`src/rtl/msq_pkg.sv`:
```
package msq_pkg;

  // Lane kind encoding seen on in_kind
  typedef enum logic [1:0] {
    KIND_PLAIN    = 2'b00,
    KIND_HIT      = 2'b01,
    KIND_MISS     = 2'b10,
    KIND_MISS_ALT = 2'b11
  } lane_kind_e;

  function automatic logic kind_uses_port(input logic [1:0] k);
    return (k != KIND_PLAIN);
  endfunction

  function automatic logic kind_is_slow(input logic [1:0] k);
    return k[1];
  endfunction

endpackage

```
`src/rtl/msq_slot_bank.sv`:
```
module msq_slot_bank #(
  parameter int LANES = 2,
  parameter int TAG_W = 8
) (
  input  logic                   clk,
  input  logic                   rst_n,
  input  logic                   load,
  input  logic [LANES-1:0]       ld_valid,
  input  logic [2*LANES-1:0]     ld_kind,
  input  logic [TAG_W*LANES-1:0] ld_tag,
  input  logic [LANES-1:0]       leave,
  input  logic [LANES-1:0]       done_now,
  output logic [LANES-1:0]       occ,
  output logic [LANES-1:0]       uses_port,
  output logic [LANES-1:0]       slow,
  output logic [LANES-1:0]       served,
  output logic [TAG_W*LANES-1:0] tag
);
  import msq_pkg::*;

  for (genvar g = 0; g < LANES; g++) begin : g_lane
    logic occ_q, occ_d, srv_q, srv_d, mem_q, slow_q;
    logic [TAG_W-1:0] tag_q;

    always_comb begin
      occ_d = occ_q;
      srv_d = srv_q;
      if (load) begin
        occ_d = ld_valid[g];
        srv_d = 1'b0;
      end else begin
        if (leave[g])    occ_d = 1'b0;
        if (done_now[g]) srv_d = 1'b1;
      end
    end

    always_ff @(posedge clk or negedge rst_n) begin
      if (!rst_n) begin
        occ_q <= 1'b0;
        srv_q <= 1'b0;
        mem_q <= 1'b0;
        slow_q <= 1'b0;
      end else begin
        occ_q <= occ_d;
        srv_q <= srv_d;
        if (load) begin
          mem_q  <= kind_uses_port(ld_kind[2*g +: 2]);
          slow_q <= kind_is_slow(ld_kind[2*g +: 2]);
        end
      end
    end

    always_ff @(posedge clk) begin
      if (load) tag_q <= ld_tag[TAG_W*g +: TAG_W];
    end

    assign occ[g]                 = occ_q;
    assign served[g]              = srv_q;
    assign uses_port[g]           = mem_q;
    assign slow[g]                = slow_q;
    assign tag[TAG_W*g +: TAG_W]  = tag_q;

    // a lane that leaves must not have been a pending memory access
    AST_LEAVE_SERVED: assert property (@(posedge clk) disable iff (!rst_n)
      (leave[g] && mem_q) |-> (srv_q || done_now[g]));
  end

endmodule

```
`src/rtl/msq_port_timer.sv`:
```
module msq_port_timer #(
  parameter int HIT_LAT  = 1,
  parameter int MISS_LAT = 6,
  parameter int IDX_W    = 1,
  localparam int CNT_W   = $clog2(MISS_LAT + 1)
) (
  input  logic             clk,
  input  logic             rst_n,
  input  logic             start,
  input  logic [IDX_W-1:0] start_idx,
  input  logic             start_slow,
  output logic             busy,
  output logic             fin,
  output logic [IDX_W-1:0] owner
);

  logic             busy_q, busy_d;
  logic [CNT_W-1:0] cnt_q, cnt_d;
  logic [IDX_W-1:0] own_q, own_d;

  assign fin   = busy_q && (cnt_q == '0);
  assign busy  = busy_q;
  assign owner = own_q;

  always_comb begin
    busy_d = busy_q;
    cnt_d  = cnt_q;
    own_d  = own_q;
    if (start) begin
      busy_d = 1'b1;
      own_d  = start_idx;
      cnt_d  = start_slow ? CNT_W'(MISS_LAT - 1) : CNT_W'(HIT_LAT - 1);
    end else if (fin) begin
      busy_d = 1'b0;
    end else if (busy_q) begin
      cnt_d = cnt_q - 1'b1;
    end
  end

  always_ff @(posedge clk or negedge rst_n) begin
    if (!rst_n) begin
      busy_q <= 1'b0;
      cnt_q  <= '0;
      own_q  <= '0;
    end else begin
      busy_q <= busy_d;
      cnt_q  <= cnt_d;
      own_q  <= own_d;
    end
  end

  AST_CNT_BOUND: assert property (@(posedge clk) disable iff (!rst_n)
    busy_q |-> (cnt_q <= CNT_W'(MISS_LAT - 1)));
  AST_CNT_STEP: assert property (@(posedge clk) disable iff (!rst_n)
    (busy_q && cnt_q != '0) |=> (busy_q && cnt_q == $past(cnt_q) - 1'b1));
  AST_NO_OVERLAP: assert property (@(posedge clk) disable iff (!rst_n)
    (busy_q && !fin) |-> !start);

endmodule

```
`src/rtl/msq_retire.sv`:
```
module msq_retire #(
  parameter int LANES = 2
) (
  input  logic [LANES-1:0] occ,
  input  logic [LANES-1:0] complete,
  output logic [LANES-1:0] leave
);

  always_comb begin
    logic older_clear;
    older_clear = 1'b1;
    for (int i = 0; i < LANES; i++) begin
      leave[i]    = occ[i] && complete[i] && older_clear;
      older_clear = older_clear && (!occ[i] || leave[i]);
    end
  end

endmodule

```
`src/rtl/memstage_serializer.sv`:
```
module memstage_serializer #(
  parameter int LANES    = 2,
  parameter int TAG_W    = 8,
  parameter int HIT_LAT  = 1,
  parameter int MISS_LAT = 6,
  localparam int IDX_W   = (LANES > 1) ? $clog2(LANES) : 1
) (
  input  logic                   clk,
  input  logic                   rst_n,
  input  logic [LANES-1:0]       in_valid,
  input  logic [2*LANES-1:0]     in_kind,
  input  logic [TAG_W*LANES-1:0] in_tag,
  output logic                   in_ready,
  output logic [LANES-1:0]       wb_valid,
  output logic [TAG_W*LANES-1:0] wb_tag
);
  import msq_pkg::*;

  // asynchronous assert, synchronous release
  logic [1:0] rst_sync_q;
  logic       rst_q;
  always_ff @(posedge clk or negedge rst_n) begin
    if (!rst_n) rst_sync_q <= 2'b00;
    else        rst_sync_q <= {rst_sync_q[0], 1'b1};
  end
  assign rst_q = rst_sync_q[1];

  logic [LANES-1:0] occ, mem, slow, served, done_now, complete, leave, pend, in_mem;
  logic             capture, busy, fin, start, start_slow;
  logic [IDX_W-1:0] owner, start_idx;

  assign in_ready = rst_q && (occ == '0);
  assign capture  = in_ready && (in_valid != '0);

  always_comb begin
    for (int i = 0; i < LANES; i++) begin
      in_mem[i]   = kind_uses_port(in_kind[2*i +: 2]);
      done_now[i] = fin && (owner == IDX_W'(i));
      complete[i] = occ[i] && (!mem[i] || served[i] || done_now[i]);
    end
  end

  // oldest lane still needing the port
  always_comb begin
    logic found;
    pend      = capture ? (in_valid & in_mem) : (occ & mem & ~served & ~done_now);
    found     = 1'b0;
    start_idx = '0;
    for (int i = 0; i < LANES; i++) begin
      if (pend[i] && !found) begin
        start_idx = IDX_W'(i);
        found     = 1'b1;
      end
    end
    start      = found && (!busy || fin);
    start_slow = capture ? kind_is_slow(in_kind[2*start_idx +: 2]) : slow[start_idx];
  end

  msq_slot_bank #(.LANES(LANES), .TAG_W(TAG_W)) u_slots (
    .clk(clk), .rst_n(rst_q), .load(capture),
    .ld_valid(in_valid), .ld_kind(in_kind), .ld_tag(in_tag),
    .leave(leave), .done_now(done_now),
    .occ(occ), .uses_port(mem), .slow(slow), .served(served), .tag(wb_tag)
  );

  msq_port_timer #(.HIT_LAT(HIT_LAT), .MISS_LAT(MISS_LAT), .IDX_W(IDX_W)) u_timer (
    .clk(clk), .rst_n(rst_q), .start(start), .start_idx(start_idx),
    .start_slow(start_slow), .busy(busy), .fin(fin), .owner(owner)
  );

  msq_retire #(.LANES(LANES)) u_retire (
    .occ(occ), .complete(complete), .leave(leave)
  );

  assign wb_valid = leave;

  AST_OWNER_LIVE: assert property (@(posedge clk) disable iff (!rst_q)
    busy |-> (occ[owner] && mem[owner] && !served[owner]));
  AST_HOLD_BUSY: assert property (@(posedge clk) disable iff (!rst_q)
    (occ != '0) |=> (occ == ($past(occ) & ~$past(wb_valid))));
  AST_READY_QUIET: assert property (@(posedge clk) disable iff (!rst_q)
    in_ready |-> (wb_valid == '0));
  AST_IN_ORDER: assert property (@(posedge clk) disable iff (!rst_q)
    (wb_valid[LANES-1] && occ[0]) |-> wb_valid[0]);

endmodule

```
`config.mk`:
```
export PLATFORM = sky130hd
export DESIGN_NAME = memstage_serializer
export DESIGN_NICKNAME = d
export VERILOG_FILES = /design/src/rtl/msq_pkg.sv /design/src/rtl/msq_slot_bank.sv /design/src/rtl/msq_port_timer.sv /design/src/rtl/msq_retire.sv /design/src/rtl/memstage_serializer.sv
export SDC_FILE = /design/constraint.sdc
export NUM_CORES = 1
export LEC_CHECK = 0
export ABC_AREA = 1
export BUFFER_PORTS_ARGS = -buffer_cell sky130_fd_sc_hd__clkbuf_2
export CORE_ASPECT_RATIO = 1.25
export CORE_MARGIN = 2
export CORE_UTILIZATION = 44
export CTS_BUF_LIST = sky130_fd_sc_hd__clkbuf_8 sky130_fd_sc_hd__clkbuf_16
export CTS_CLUSTER_DIAMETER = 50
export DETAILED_ROUTE_END_ITERATION = 7
export GPL_TIMING_DRIVEN = 0
export PLACE_DENSITY = 0.7
export SLEW_MARGIN = 20
export SYNTH_ARGS = -nofsm -noshare
export SYNTH_HDL_FRONTEND = slang
export SYNTH_SLANG_ARGS = --single-unit
```
`constraint.sdc`:
```
create_clock -name clk -period 1.2 [get_ports clk]
set_clock_uncertainty 0.05 [all_clocks]
set_input_delay 0.24 -clock clk [delete_from_list [all_inputs] [get_ports clk]]
set_output_delay 0.24 -clock clk [all_outputs]
set_load 0.01 [all_outputs]
```
# After elaboration in Yosys (flattened, before gate mapping)
# Index checks and enable logic that the tools add are counted.
[word_totals]
ff_bits = 31
elab_cells = 81
output_inout_bits = 19
in_bits = 24
[op_classes]
n_shift = 1
mux = 21
bitwise = 7
n_reduce_logical = 35
add_sub_neg = 1
n_eq_ne = 1
order_cmp = 1
[ops]
columns = ["cell", "n"]
rows = [
  ["$reduce_bool A2 Y1", 9],
  ["$mux W1", 16],
  ["$logic_and A1 B1 Y1", 12],
  ["$mux W3", 4],
  ["$and A2 B2 Y2", 4],
  ["$logic_or A1 B1 Y1", 6],
  ["$logic_not A1 Y1", 5],
  ["$not A2 Y2", 2],
  ["$shiftx A4 B3 Y2", 1],
  ["$logic_not A3 Y1", 1],
  ["$sub A3 B1 Y3 const B", 1],
  ["$logic_not A2 Y1", 1],
  ["$lt A1 B2 Y1 const B", 1],
  ["$mux W2", 1],
  ["$ne A2 B1 Y1 const B", 1],
  ["$reduce_and A2 Y1", 1],
  ["$not A1 Y1", 1],
]

# Depth between registers and ports, before layout
# Gate-level depths: netlist (run 1).
[logic_depth]
word_depth = 15
depth_mapped = 10
ltp_nobuf = 10

# By module
# From an unflattened synthesis (run 1), not the netlist that was laid out.
[hier_totals]
cells_unflattened = 141
hier_area_um2 = 1417.6
[by_module_without_submodules]
columns = ["module", "seq_area_each_um2", "cells_each", "area_each_um2", "instances"]
rows = [
  ["msq_slot_bank", 680.7, 58, 850.8, 1],
  ["memstage_serializer", 50.0, 45, 276.5, 1],
  ["msq_port_timer", 125.1, 33, 266.5, 1],
  ["msq_retire", 0.0, 5, 23.8, 1],
]

# Least setup slack after synthesis (run 1)
# OpenSTA, ideal clock, no wires.
[synth_path]
path_type = "register to register"
startpoint = "reg rst_sync_q[1]"
endpoint = "reg u_timer.cnt_q[0]"
n_path_buf = 0
synth_period_minus_slack_ns = 1.566
arrival_time_ns = 1.451
slack_ns = -0.366
path_stages_with_launch = 7
setup_ns = 0.066
required_time_ns = 1.084
path_cell_list = "dfrtp_1 nand3_4 inv_2 nand2_1 nand3_1 nand3_1 nand2_1"
[synth_via]
elab_chain_cells = 12
elab_cells_between_ends = 18
cone_classes = "1 x eq/ne; 1 x shift; 9 x mux; 7 x reduce/logical"
[synth_lines]
columns = ["item", "line_no", "text"]
rows = [
  ["start: declaration", "memstage_serializer.sv:20", "logic [1:0] rst_sync_q;"],
  ["start signal: assignment", "memstage_serializer.sv:24", "else rst_sync_q <= {rst_sync_q[0], 1'b1};"],
  ["$logic_and A1 B1 Y1 (*)", "memstage_serializer.sv:32", "assign in_ready = rst_q && (occ == '0);"],
  ["$logic_and A1 B1 Y1 (*)", "memstage_serializer.sv:33", "assign capture = in_ready && (in_valid != '0);"],
  ["branches (longest 10 deep; another with $shiftx A4 B3 Y2)", "-", ""],
  ["end signal: assignment", "msq_port_timer.sv:47", "cnt_q <= cnt_d;"],
  ["end: declaration", "msq_port_timer.sv:18", "logic [CNT_W-1:0] cnt_q, cnt_d;"],
]
# Mark *: on every way between the ends. The select of a mux whose other input is x is not followed.
# A chain may end at the register's enable or synchronous reset.

# Final worst setup path (run 1)
[layout_path]
startpoint = "reg u_timer.cnt_q[0]"
endpoint = "out wb_valid[1]"
[layout_via]
elab_chain_cells = 8
elab_cells_between_ends = 12
cone_classes = "12 x reduce/logical"
[layout_lines]
columns = ["item", "line_no", "text"]
rows = [
  ["$logic_not A3 Y1 (*)", "msq_port_timer.sv:21", "assign fin = busy_q && (cnt_q == '0);"],
  ["$logic_and A1 B1 Y1 (*)", "msq_port_timer.sv:21", ""],
  ["$logic_and A1 B1 Y1", "memstage_serializer.sv:38", "done_now[i] = fin && (owner == IDX_W'(i));"],
  ["$logic_or A1 B1 Y1", "memstage_serializer.sv:39", "complete[i] = occ[i] && (!mem[i] || served[i] || done_now[i]);"],
  ["$logic_and A1 B1 Y1", "memstage_serializer.sv:39", ""],
  ["$logic_and A1 B1 Y1", "msq_retire.sv:13", "leave[i] = occ[i] && complete[i] && older_clear;"],
  ["$logic_or A1 B1 Y1", "msq_retire.sv:14", "older_clear = older_clear && (!occ[i] || leave[i]);"],
  ["$logic_and A1 B1 Y1 (*)", "msq_retire.sv:13", ""],
  ["end: declaration", "memstage_serializer.sv:14", "output logic [LANES-1:0] wb_valid,"],
]
# Mark *: on every way between the ends. The rest lies on a longest branch, timed or not.

==> flow_metrics.tcl, run 1 <==
set metrics [dict create \
    outcome "finished with violations" \
    violations "setup timing" \
    instances_no_fill 223 \
    drt_iter0_drc 32 \
    die_w_microns 51.8 \
    grt_max_degree 10 \
    antenna_left 0 \
    crit_family "flip-flops" \
    critPathMaxStageDelay_ns 0.40 \
    vdd.ir_drop.worst_v 0.00133 \
    layout_commonest_cell "clkbuf_2" \
    via_count 1091 \
    grt_usage 0.193 \
    synth_area_sq_um 1260 \
    holdWs_ns 0.0787 \
    overflow 0 \
    cp.required_ns 0.91 \
    grt_pass1_vias 1056 \
    die_y_microns 63.8 \
    worst-path-max-fanout 3 \
    hold_violations 0 \
    num_io_pins 43 \
    cpMostUsedCell "nand2_2" \
    synth_area_per_cell_sq_um 11.2 \
    detailed_place_hpwl_mm 1.73 \
    ys_ff_latch 31 \
    fin_crit_sh 1.52 \
    row_count 21 \
    io_buffers 42 \
    syn_inst 112 \
    dp.cells 188 \
    antenna_found_initial 0 \
    maxCapViolations 0 \
    clock_path_buffers 2 \
    crit_arrival_ns 1.54 \
    worst_setup_path_end_kind "output port" \
    path_class "register to output port" \
    report.final.slew_viol_count 0 \
    drt-vias-per-instance 4.89 \
    dr.pass1.iters 4 \
    cts_tree "yes" \
    drc 0 \
    numCtsBuffers 5 \
    setup_viol 31 \
    hold_path.class "input pin to register" \
    setup_ws_ns -0.626 \
    fmax_mhz 548 \
    critPathBufInv 2 \
    clock_latency_ns 0.28 \
    crit_path_top_delay_cell "dfrtp_1" \
    gp_congestion 0.861 \
    layout.nets 215 \
    critPathLaunchType "register" \
    die_area_sq_um 3310 \
    coreArea_sq_um 2710 \
    p_per_area_nw_per_um2 2300 \
    clkSinkCount 31 \
    htreeDepth 2 \
    syn_nets 138 \
    synth_cell_type_count 21 \
    n_antenna_cell 0 \
    drive_gt1_frac 0.577 \
    post_drt_wl_per_cell_microns 13.6 \
    grt_pass1_wl_mm 4.59 \
    start_util 0.465 \
    path_cells "inv_2, ha_4, nand4_1, nand2_2, nand2_2, a21oi_2, buf_2" \
    area.growth.synth_to_final_pct 58.1 \
    clkTransAtPathRegs_ns 0.06 \
    yosysWarnings 0 \
    power.leakage_nw 0.990 \
    root_buffer "clkbuf_8" \
    drt-total-wl_mm 3.04 \
    rsz0062_at_grt "true" \
    seq_area_frac_synth 0.680 \
    fin_crit_ns 1.83 \
    final_cell_mix "39 x clkbuf_2, 18 x buf_4, 16 x inv_1, 16 x edfxtp_1" \
]
==> path summary, 6_finish.rpt <==
check / startpoint / to / cells after the start / slack, ns
setup / recovery: u_timer.cnt_q[0] / wb_valid[1] / 7 / -0.63
hold / removal: in_tag[14] / u_slots.g_lane[1].tag_q[6] / 1 / 0.08
setup reg to reg: u_timer.cnt_q[0] / u_timer.cnt_q[0] / 12 / -0.53
hold reg to reg: rst_sync_q[1] / u_slots.g_lane[0].occ_q / 1 / 0.23
max in group asynchronous: rst_sync_q[1] / u_slots.g_lane[0].mem_q / 2 / 0.66
min in group asynchronous: rst_sync_q[1] / u_slots.g_lane[0].occ_q / 1 / 0.23
==> Yosys cell counts <==
cell	instances	share of area
conb_1	1	0.0030
edfxtp_1	16	0.38
nand3_1	5	0.020
a31oi_1	1	0.0050
nand2_2	3	0.015
nand4_1	4	0.020
inv_2	1	0.0030
inv_1	21	0.063
nor2_2	2	0.0099
dfrtp_1	15	0.30
nand2_1	25	0.075
nor2_4	1	0.0089
clkinv_2	1	0.0040
nor2_1	2	0.0060
o22ai_1	2	0.0099
nand3_4	1	0.014
o21ai_0	5	0.020
ha_1	2	0.020
a21oi_1	2	0.0080
nand4_2	1	0.0099
xor2_1	1	0.0070
==> kinds of logic (layout without fill, tap and decap cells) <==
| family | Yosys count | after routing | synth area share |
|---|---|---|---|
| xor gates and xnor gates | 1 | 1 | 0.00696 |
| buffers and inverters | 23 | 100 | 0.0696 |
| AOI/OAI and AO/OA | 10 | 10 | 0.0427 |
| adders and majority gates | 2 | 2 | 0.0199 |
| and+or+nand+nor | 44 | 44 | 0.178 |
| DFF | 31 | 31 | 0.680 |
| other | 1 | 1 | 0.00298 |
==> cell type report <==
class,instances,area (sq um)
flip-flops and latches,31,860
clock inverters,2,8.76
fillers,170,717
well taps,34,42.5
repair inverters,3,33.8
repair buffers,67,453
clock buffers,5,68.8
inverters,23,95.1
multi-input cells,58,428
==> per-stage QoR <==
stage | instance area (sq um) | TNS, ns | utilization | power, W | setup WS (ns)
detailed placement | 1540 | -4.86 | 0.570 | 0.00291 | -0.364
global placement | 1540 | -4.12 | 0.570 | 0.00283 | -0.318
floorplan | 1290 | -0.741 | - | 0.00254 | -0.139
global route | 1990 | -10.14 | 0.735 | 0.00486 | -0.681
CTS | 1810 | -6.95 | 0.670 | 0.00408 | -0.591
finish | 1990 | -8.66 | 0.735 | 0.00458 | -0.626
==> report_power, final <==
group	leakage [nW]	switching [W]	total, W	internal [W]
Clock	0.0414	0.000373	0.000757	0.000385
Sequential	0.327	0.000174	0.00163	0.00146
Combinational	0.621	0.00116	0.00219	0.00103
==> sequential cells by signal (all words and copies together), names as in the netlist <==
name,count
u_timer.cnt_q,3
u_slots.g_lane.tag_q,16
u_slots.g_lane.mem_q,2
rst_sync_q,2
u_timer.owner,1
u_timer.busy,1
u_slots.g_lane.occ_q,2
u_slots.g_lane.srv_q,2
u_slots.g_lane.slow_q,2
==> timing repair <==
action / in CTS / in global routing
endpoints found under the setup margin: 30 / 32
gates resized for setup: 16 / 30
setup buffers: 15 / 10
endpoints found under the hold margin: 2 / 0
cloned: 3 / 0
hold buffers: 1 / 0
pin swaps: 6 / 8
==> metal layers <==
layer,global-route usage,up-vias,wire length [microns]
met5,0,-,0
met4,0.0954,0,99
met3,0.0701,10,205
met2,0.340,51,1710
met1,0.193,513,1020
li1,-,517,-
Note: power is estimated with default switching activity, not from simulation.
==> run 2: changes to the inputs <==
--- a/config.mk
+++ b/config.mk
@@ -13,8 +13,9 @@
 export CTS_BUF_LIST = sky130_fd_sc_hd__clkbuf_8 sky130_fd_sc_hd__clkbuf_16
 export CTS_CLUSTER_DIAMETER = 50
 export DETAILED_ROUTE_END_ITERATION = 7
-export GPL_TIMING_DRIVEN = 0
+export GPL_TIMING_DRIVEN = 1
 export PLACE_DENSITY = 0.7
+export SETUP_SLACK_MARGIN = 0.3
 export SLEW_MARGIN = 20
 export SYNTH_ARGS = -nofsm -noshare
 export SYNTH_HDL_FRONTEND = slang
==> flow_metrics.tcl, run 2 (same netlist as run 1, synthesis figures left out) <==
set metrics [dict create \
    outcome "finished with violations" \
    violations "setup timing" \
    drt-total-wl_mm 3.33 \
    holdWs_ns 0.0703 \
    path_class "register to output port" \
    final_cell_mix "25 x buf_4, 23 x clkbuf_2, 18 x inv_1, 18 x buf_2, 17 x nand2_1" \
    worst-path-max-fanout 3 \
    fmax_mhz 574 \
    dpl_cell_area_sq_um 1690 \
    clock_latency_ns 0.28 \
    reg.largest.list "u_slots.g_lane.tag_q (16), u_timer.cnt_q (3)" \
    drt_iter0_drc 30 \
    post_drt_wl_per_cell_microns 14.3 \
    fin_crit_sh 1.45 \
    antenna_found_initial 0 \
    path_cells "inv_2, ha_4, nand4_1, buf_4, a31oi_4, buf_2" \
    p_per_area_nw_per_um2 2300 \
    rsz0062_at_grt "true" \
    via_count 1130 \
    setup_ws_ns -0.543 \
    drive_gt1_frac 0.583 \
    grt_usage 0.222 \
    start_util 0.465 \
    die_y_microns 63.8 \
    pwr-share-clk 0.160 \
    p_seq_frac 0.341 \
    vdd.ir_drop.worst_v 0.00160 \
    row_count 21 \
    largest_reg_flops 16 \
    switchingPower_w 0.00168 \
    critPathLaunchType "register" \
    final_cell_area_sq_um 2060 \
    die_w_microns 51.8 \
    antenna_left 0 \
    root_buffer "clkbuf_8" \
    overflow 0 \
    report.final.slew_viol_count 0 \
    io_buffers 42 \
    drc 0 \
    switching_share 0.355 \
    hold_path.class "input pin to register" \
    hold_violations 0 \
    htreeDepth 2 \
    cts_tree "yes" \
    n_antenna_cell 0 \
    n_fill_cell 162 \
    worst_setup_path_end_kind "output port" \
    dr.pass1.iters 4 \
    area.growth.synth_to_final_pct 63.9 \
    fin_crit_ns 1.74 \
    clock_path_buffers 2 \
    clkTransAtPathRegs_ns 0.07 \
    grt_pass1_wl_mm 5.06 \
    regMostFlops "u_slots.g_lane.tag_q" \
    maxCapViolations 0 \
    grt_pass1_vias 1145 \
    pwr-share-comb 0.498 \
    gp_congestion 0.901 \
    num_io_pins 43 \
    p_int_w 0.00305 \
    fin_util 0.762 \
    drt-vias-per-instance 4.85 \
    layout_commonest_cell "buf_4" \
    power_w 0.00474 \
    critPathMaxStageDelay_ns 0.39 \
    clkSinkCount 31 \
    place_ws_ns -0.259 \
    setup_viol 32 \
    crit_arrival_ns 1.45 \
    die_area_sq_um 3310 \
    cp.required_ns 0.91 \
    power.leakage_nw 1.04 \
    crit_path_top_delay_cell "dfrtp_1" \
    numCtsBuffers 5 \
    grt_max_degree 11 \
    coreArea_sq_um 2710 \
    detailed_place_hpwl_mm 2.01 \
    layout.nets 224 \
]
run 2: worst max-delay path: cells and delay by family (launching register included):
| kind | cells | cell delay, ns |
|---|---|---|
| simple gates | 1 | 0.12 |
| buf+inv | 3 | 0.42 |
| flops | 1 | 0.39 |
| compound gates | 1 | 0.11 |
| fa+ha+maj | 1 | 0.13 |
run 2: what timing repair did:
action                                  in CTS  in global routing
setup buffers                               11                  5
hold endpoints to repair                     2                  0
pin swaps                                    3                  6
hold buffers                                 1                  0
gates resized for setup                     18                 32
endpoints found under the setup margin      48                 48
gates cloned                                 1                  0
run 2: per-stage QoR:
stage | setup TNS (ns) | std cells
after global placement | -2.66 | 207
after CTS | -6.17 | 228
final | -7.19 | 233
after detailed placement | -3.51 | 207
after floorplan | -0.741 | 112
after global routing | -9.01 | 233
run 2: final cells by class:
type	count	area, sq um	share of cell area
clock buffers	5	68.8	0.0334
clock inverters	3	12.5	0.00606
inverters	23	95.1	0.0461
multi-input cells	58	415	0.201
flip-flops and latches	31	857	0.415
well taps	34	42.5	0.0206
repair buffers	79	572	0.277
run 2: layer usage:
metal  vias to the layer above  track usage  wire length (microns)
li1                        533            -                      -
met4                         0        0.132                    125
met1                       524        0.203                   1180
met2                        59        0.392                   1760
met5                         -            0                      0
met3                        14       0.0911                    259
run 2: power by group through the flow:
stage	clock (W)	combinational [W]	sequential, W
3_3_place_gp	0	0.00153	0.00161
6_report	0.000760	0.00236	0.00162
5_1_grt	0.000836	0.00255	0.00164
3_5_place_dp	0	0.00159	0.00162
2_1_floorplan	0	0.000893	0.00166
4_1_cts	0.000773	0.00204	0.00161
run 2: path summary, 6_finish.rpt:
| path | from | endpoint | slack (ns) | cells past startpoint |
|---|---|---|---|---|
| setup / recovery | u_timer.cnt_q[0] | wb_valid[0] | -0.54 | 6 |
| hold / removal | in_tag[1] | u_slots.g_lane[0].tag_q[1] | 0.07 | 1 |
| setup reg to reg | u_timer.cnt_q[0] | u_timer.cnt_q[0] | -0.37 | 12 |
| hold reg to reg | rst_sync_q[1] | u_slots.g_lane[0].occ_q | 0.14 | 1 |
| max in group asynchronous | rst_sync_q[1] | u_slots.g_lane[0].slow_q | 0.64 | 2 |
| min in group asynchronous | rst_sync_q[1] | u_slots.g_lane[0].occ_q | 0.14 | 1 |
==> run 3: changes to the inputs <==
--- a/config.mk
+++ b/config.mk
@@ -5,16 +5,16 @@
 export SDC_FILE = /design/constraint.sdc
 export NUM_CORES = 1
 export LEC_CHECK = 0
-export ABC_AREA = 1
 export BUFFER_PORTS_ARGS = -buffer_cell sky130_fd_sc_hd__clkbuf_2
 export CORE_ASPECT_RATIO = 1.25
 export CORE_MARGIN = 2
-export CORE_UTILIZATION = 44
+export CORE_UTILIZATION = 43
 export CTS_BUF_LIST = sky130_fd_sc_hd__clkbuf_8 sky130_fd_sc_hd__clkbuf_16
 export CTS_CLUSTER_DIAMETER = 50
+export CTS_CLUSTER_SIZE = 14
 export DETAILED_ROUTE_END_ITERATION = 7
 export GPL_TIMING_DRIVEN = 1
-export PLACE_DENSITY = 0.7
+export PLACE_DENSITY = 0.73
 export SETUP_SLACK_MARGIN = 0.3
 export SLEW_MARGIN = 20
 export SYNTH_ARGS = -nofsm -noshare
==> flow_metrics.tcl, run 3 <==
set metrics [dict create \
    outcome "finished with violations" \
    violations "setup timing" \
    htreeDepth 2 \
    r2r_end "u_slots.g_lane[1].occ_q" \
    die_w_microns 52.2 \
    critPathBufInv 2 \
    clkSinkCount 31 \
    crit_family "simple AND/OR/NAND/NOR gates" \
    synth_edf_count 16 \
    maxCapViolations 0 \
    pwr-share-clk 0.144 \
    detailed_place_hpwl_mm 2.06 \
    setup_ws_ns -0.642 \
    clkTransAtPathRegs_ns 0.07 \
    worst-path-max-fanout 3 \
    holdWs_ns 0.0765 \
    yosys-top-cells-area "edfxtp_1 38%, dfrtp_1 30%, nand2_1 2.7%" \
    drc 0 \
    critPathLaunchType "register" \
    row_count 21 \
    hp-start "in_tag[4]" \
    syn_nets 113 \
    rsz0062_at_grt "true" \
    start_util 0.457 \
    layout.nets 200 \
    drt_iter0_drc 21 \
    switchingPower_w 0.00189 \
    yosysMostFrequentCell "edfxtp_1" \
    p_seq_frac 0.305 \
    cp.required_ns 0.91 \
    via_count 1066 \
    antenna_found_initial 0 \
    coreArea_sq_um 2730 \
    synth.largest_area_cell "edfxtp_1" \
    worst_setup_path_end_kind "output port" \
    clock_latency_ns 0.28 \
    ys_ff_latch 31 \
    synth_top_area_frac 0.384 \
    crit_path_top_delay_cell "dfrtp_1" \
    hold_path.class "input pin to register" \
    synth_area_per_cell_sq_um 14.4 \
    dpl_cell_area_sq_um 1720 \
    largest_reg_flops 16 \
    drt-vias-per-instance 5.13 \
    final_cell_mix "24 x buf_4, 23 x clkbuf_2, 16 x buf_2, 16 x edfxtp_1, 14 x dfrtp_1" \
    worstHoldPathCells 1 \
    rr_startpoint "u_timer.cnt_q[1]" \
    overflow 0 \
    fmax_mhz 543 \
    layout_commonest_cell "buf_4" \
    fin_util 0.789 \
    cts_tree "yes" \
    pwr-share-comb 0.551 \
    cp.depth 7 \
    clock_path_buffers 2 \
    regMostFlops "u_slots.g_lane.tag_q" \
    r2r_cells 11 \
    report.final.slew_viol_count 0 \
    grt_pass1_wl_mm 5.24 \
    hold_violations 0 \
    synth_commonest_cells "16 x edfxtp_1, 15 x dfrtp_1, 9 x nand2_1, 9 x nor2_1" \
    power.leakage_nw 0.966 \
    crit_arrival_ns 1.55 \
    num_io_pins 43 \
    antenna_left 0 \
    n_antenna_cell 0 \
    place_ws_ns -0.450 \
    vdd.ir_drop.worst_v 0.00159 \
    n_fill_cell 164 \
    path_class "register to output port" \
    fin_crit_ns 1.84 \
    drt-total-wl_mm 3.77 \
    setup_viol 31 \
    grt_usage 0.224 \
    switching_share 0.351 \
    reg.largest.list "u_slots.g_lane.tag_q (16), u_timer.cnt_q (3)" \
    die_y_microns 64.3 \
    synth_cell_type_count 34 \
    synth_ff_type "edfxtp_1" \
    seq_area_frac_synth 0.685 \
    final_cell_area_sq_um 2160 \
    async_reset_ff_frac 0.484 \
    gp_congestion 0.851 \
    synth_area_sq_um 1250 \
    grt_max_degree 16 \
    io_buffers 42 \
    yosysWarnings 0 \
    p_per_area_nw_per_um2 2500 \
    worstHoldEndpoint "u_slots.g_lane[0].tag_q[4]" \
    r2r_slack_ns -0.61 \
    grt_pass1_vias 1104 \
    area.growth.synth_to_final_pct 72.5 \
    die_area_sq_um 3360 \
    dr.pass1.iters 4 \
    path_cells "inv_2, ha_4, and4b_2, nor2_4, nand2_2, and3_4, buf_6" \
    critPathMaxStageDelay_ns 0.39 \
    root_buffer "clkbuf_8" \
    p_int_w 0.00349 \
    syn_inst 87 \
    fin_crit_sh 1.53 \
    numCtsBuffers 5 \
    drive_gt1_frac 0.678 \
    post_drt_wl_per_cell_microns 18.1 \
]
run 3: kinds of logic (layout without fill, tap and decap cells):
group / Yosys count / after routing / share of synthesized area
compound gates: 15 / 15 / 0.103
other cells: 1 / 1 / 0.00300
xor+xnor: 1 / 1 / 0.00701
mux: 2 / 2 / 0.0210
flops: 31 / 31 / 0.685
fa+ha+maj: 2 / 2 / 0.0200
simple gates: 32 / 32 / 0.146
buf+inv: 3 / 90 / 0.0150
run 3: final cells by class:
| cell class | instances | area, sq um | area share |
|---|---|---|---|
| Clock buffer | 5 | 68.8 | 0.0319 |
| Clock inverter | 2 | 8.76 | 0.00406 |
| Inverter | 2 | 7.51 | 0.00348 |
| Multi-Input combinational cell | 53 | 524 | 0.243 |
| Sequential cell | 31 | 857 | 0.398 |
| Tap cell | 34 | 42.5 | 0.0197 |
| Timing Repair Buffer | 81 | 647 | 0.300 |
run 3: power groups by stage:
stage	Clock [W]	Sequential, W	Combinational, W
after global routing	0.000832	0.00167	0.00317
after CTS	0.000766	0.00161	0.00261
after floorplan	0	0.00168	0.00106
after global placement	0	0.00161	0.00186
final	0.000774	0.00164	0.00297
after detailed placement	0	0.00163	0.00193
run 3: worst register-to-register path: stages (launching register included):
cell and delay (ns):
dfrtp_1 0.39, inv_2 0.08, ha_4 0.14, and4b_2 0.27, nor2_4 0.05, nand2_2 0.07
buf_4 0.10, buf_4 0.10, buf_4 0.10, buf_4 0.09, nand2_1 0.05, a22o_2 0.21
run 3: worst max-delay path by stage:
| stage | from | endpoint | slack [ns] |
|---|---|---|---|
| after floorplan | rst_sync_q[1] | u_timer.cnt_q[0] | -0.73 |
| final | u_timer.cnt_q[1] | wb_valid[1] | -0.64 |
| after detailed placement | u_slots.g_lane[1].occ_q | u_timer.cnt_q[0] | -0.45 |
| after CTS | u_timer.cnt_q[0] | wb_valid[1] | -0.66 |
| after global routing | u_timer.cnt_q[1] | wb_valid[1] | -0.69 |
| after global placement | u_slots.g_lane[1].occ_q | u_timer.cnt_q[0] | -0.39 |
run 3: repair_timing:
item                                    in CTS  in global routing
pin swaps                                    7                 10
setup buffers                                9                  4
resized for setup                           27                 36
endpoints found under the hold margin        2                  0
endpoints found under the setup margin      48                 48
gates cloned                                 3                  0
hold buffers                                 1                  0
run 3: through the flow:
stage          cells  TNS, ns  total power (W)
6_report         208   -11.69          0.00539
3_5_place_dp     184    -8.65          0.00355
4_1_cts          204    -9.50          0.00499
5_1_grt          208   -13.21          0.00567
3_3_place_gp     184    -7.12          0.00347
2_1_floorplan     87    -9.31          0.00274
run 3: layer usage:
metal	global-route usage	up-vias	wire length, microns
met2	0.400	58	1890
li1	-	491	-
met3	0.0584	18	259
met4	0.135	0	187
met1	0.223	499	1440
met5	0	-	0
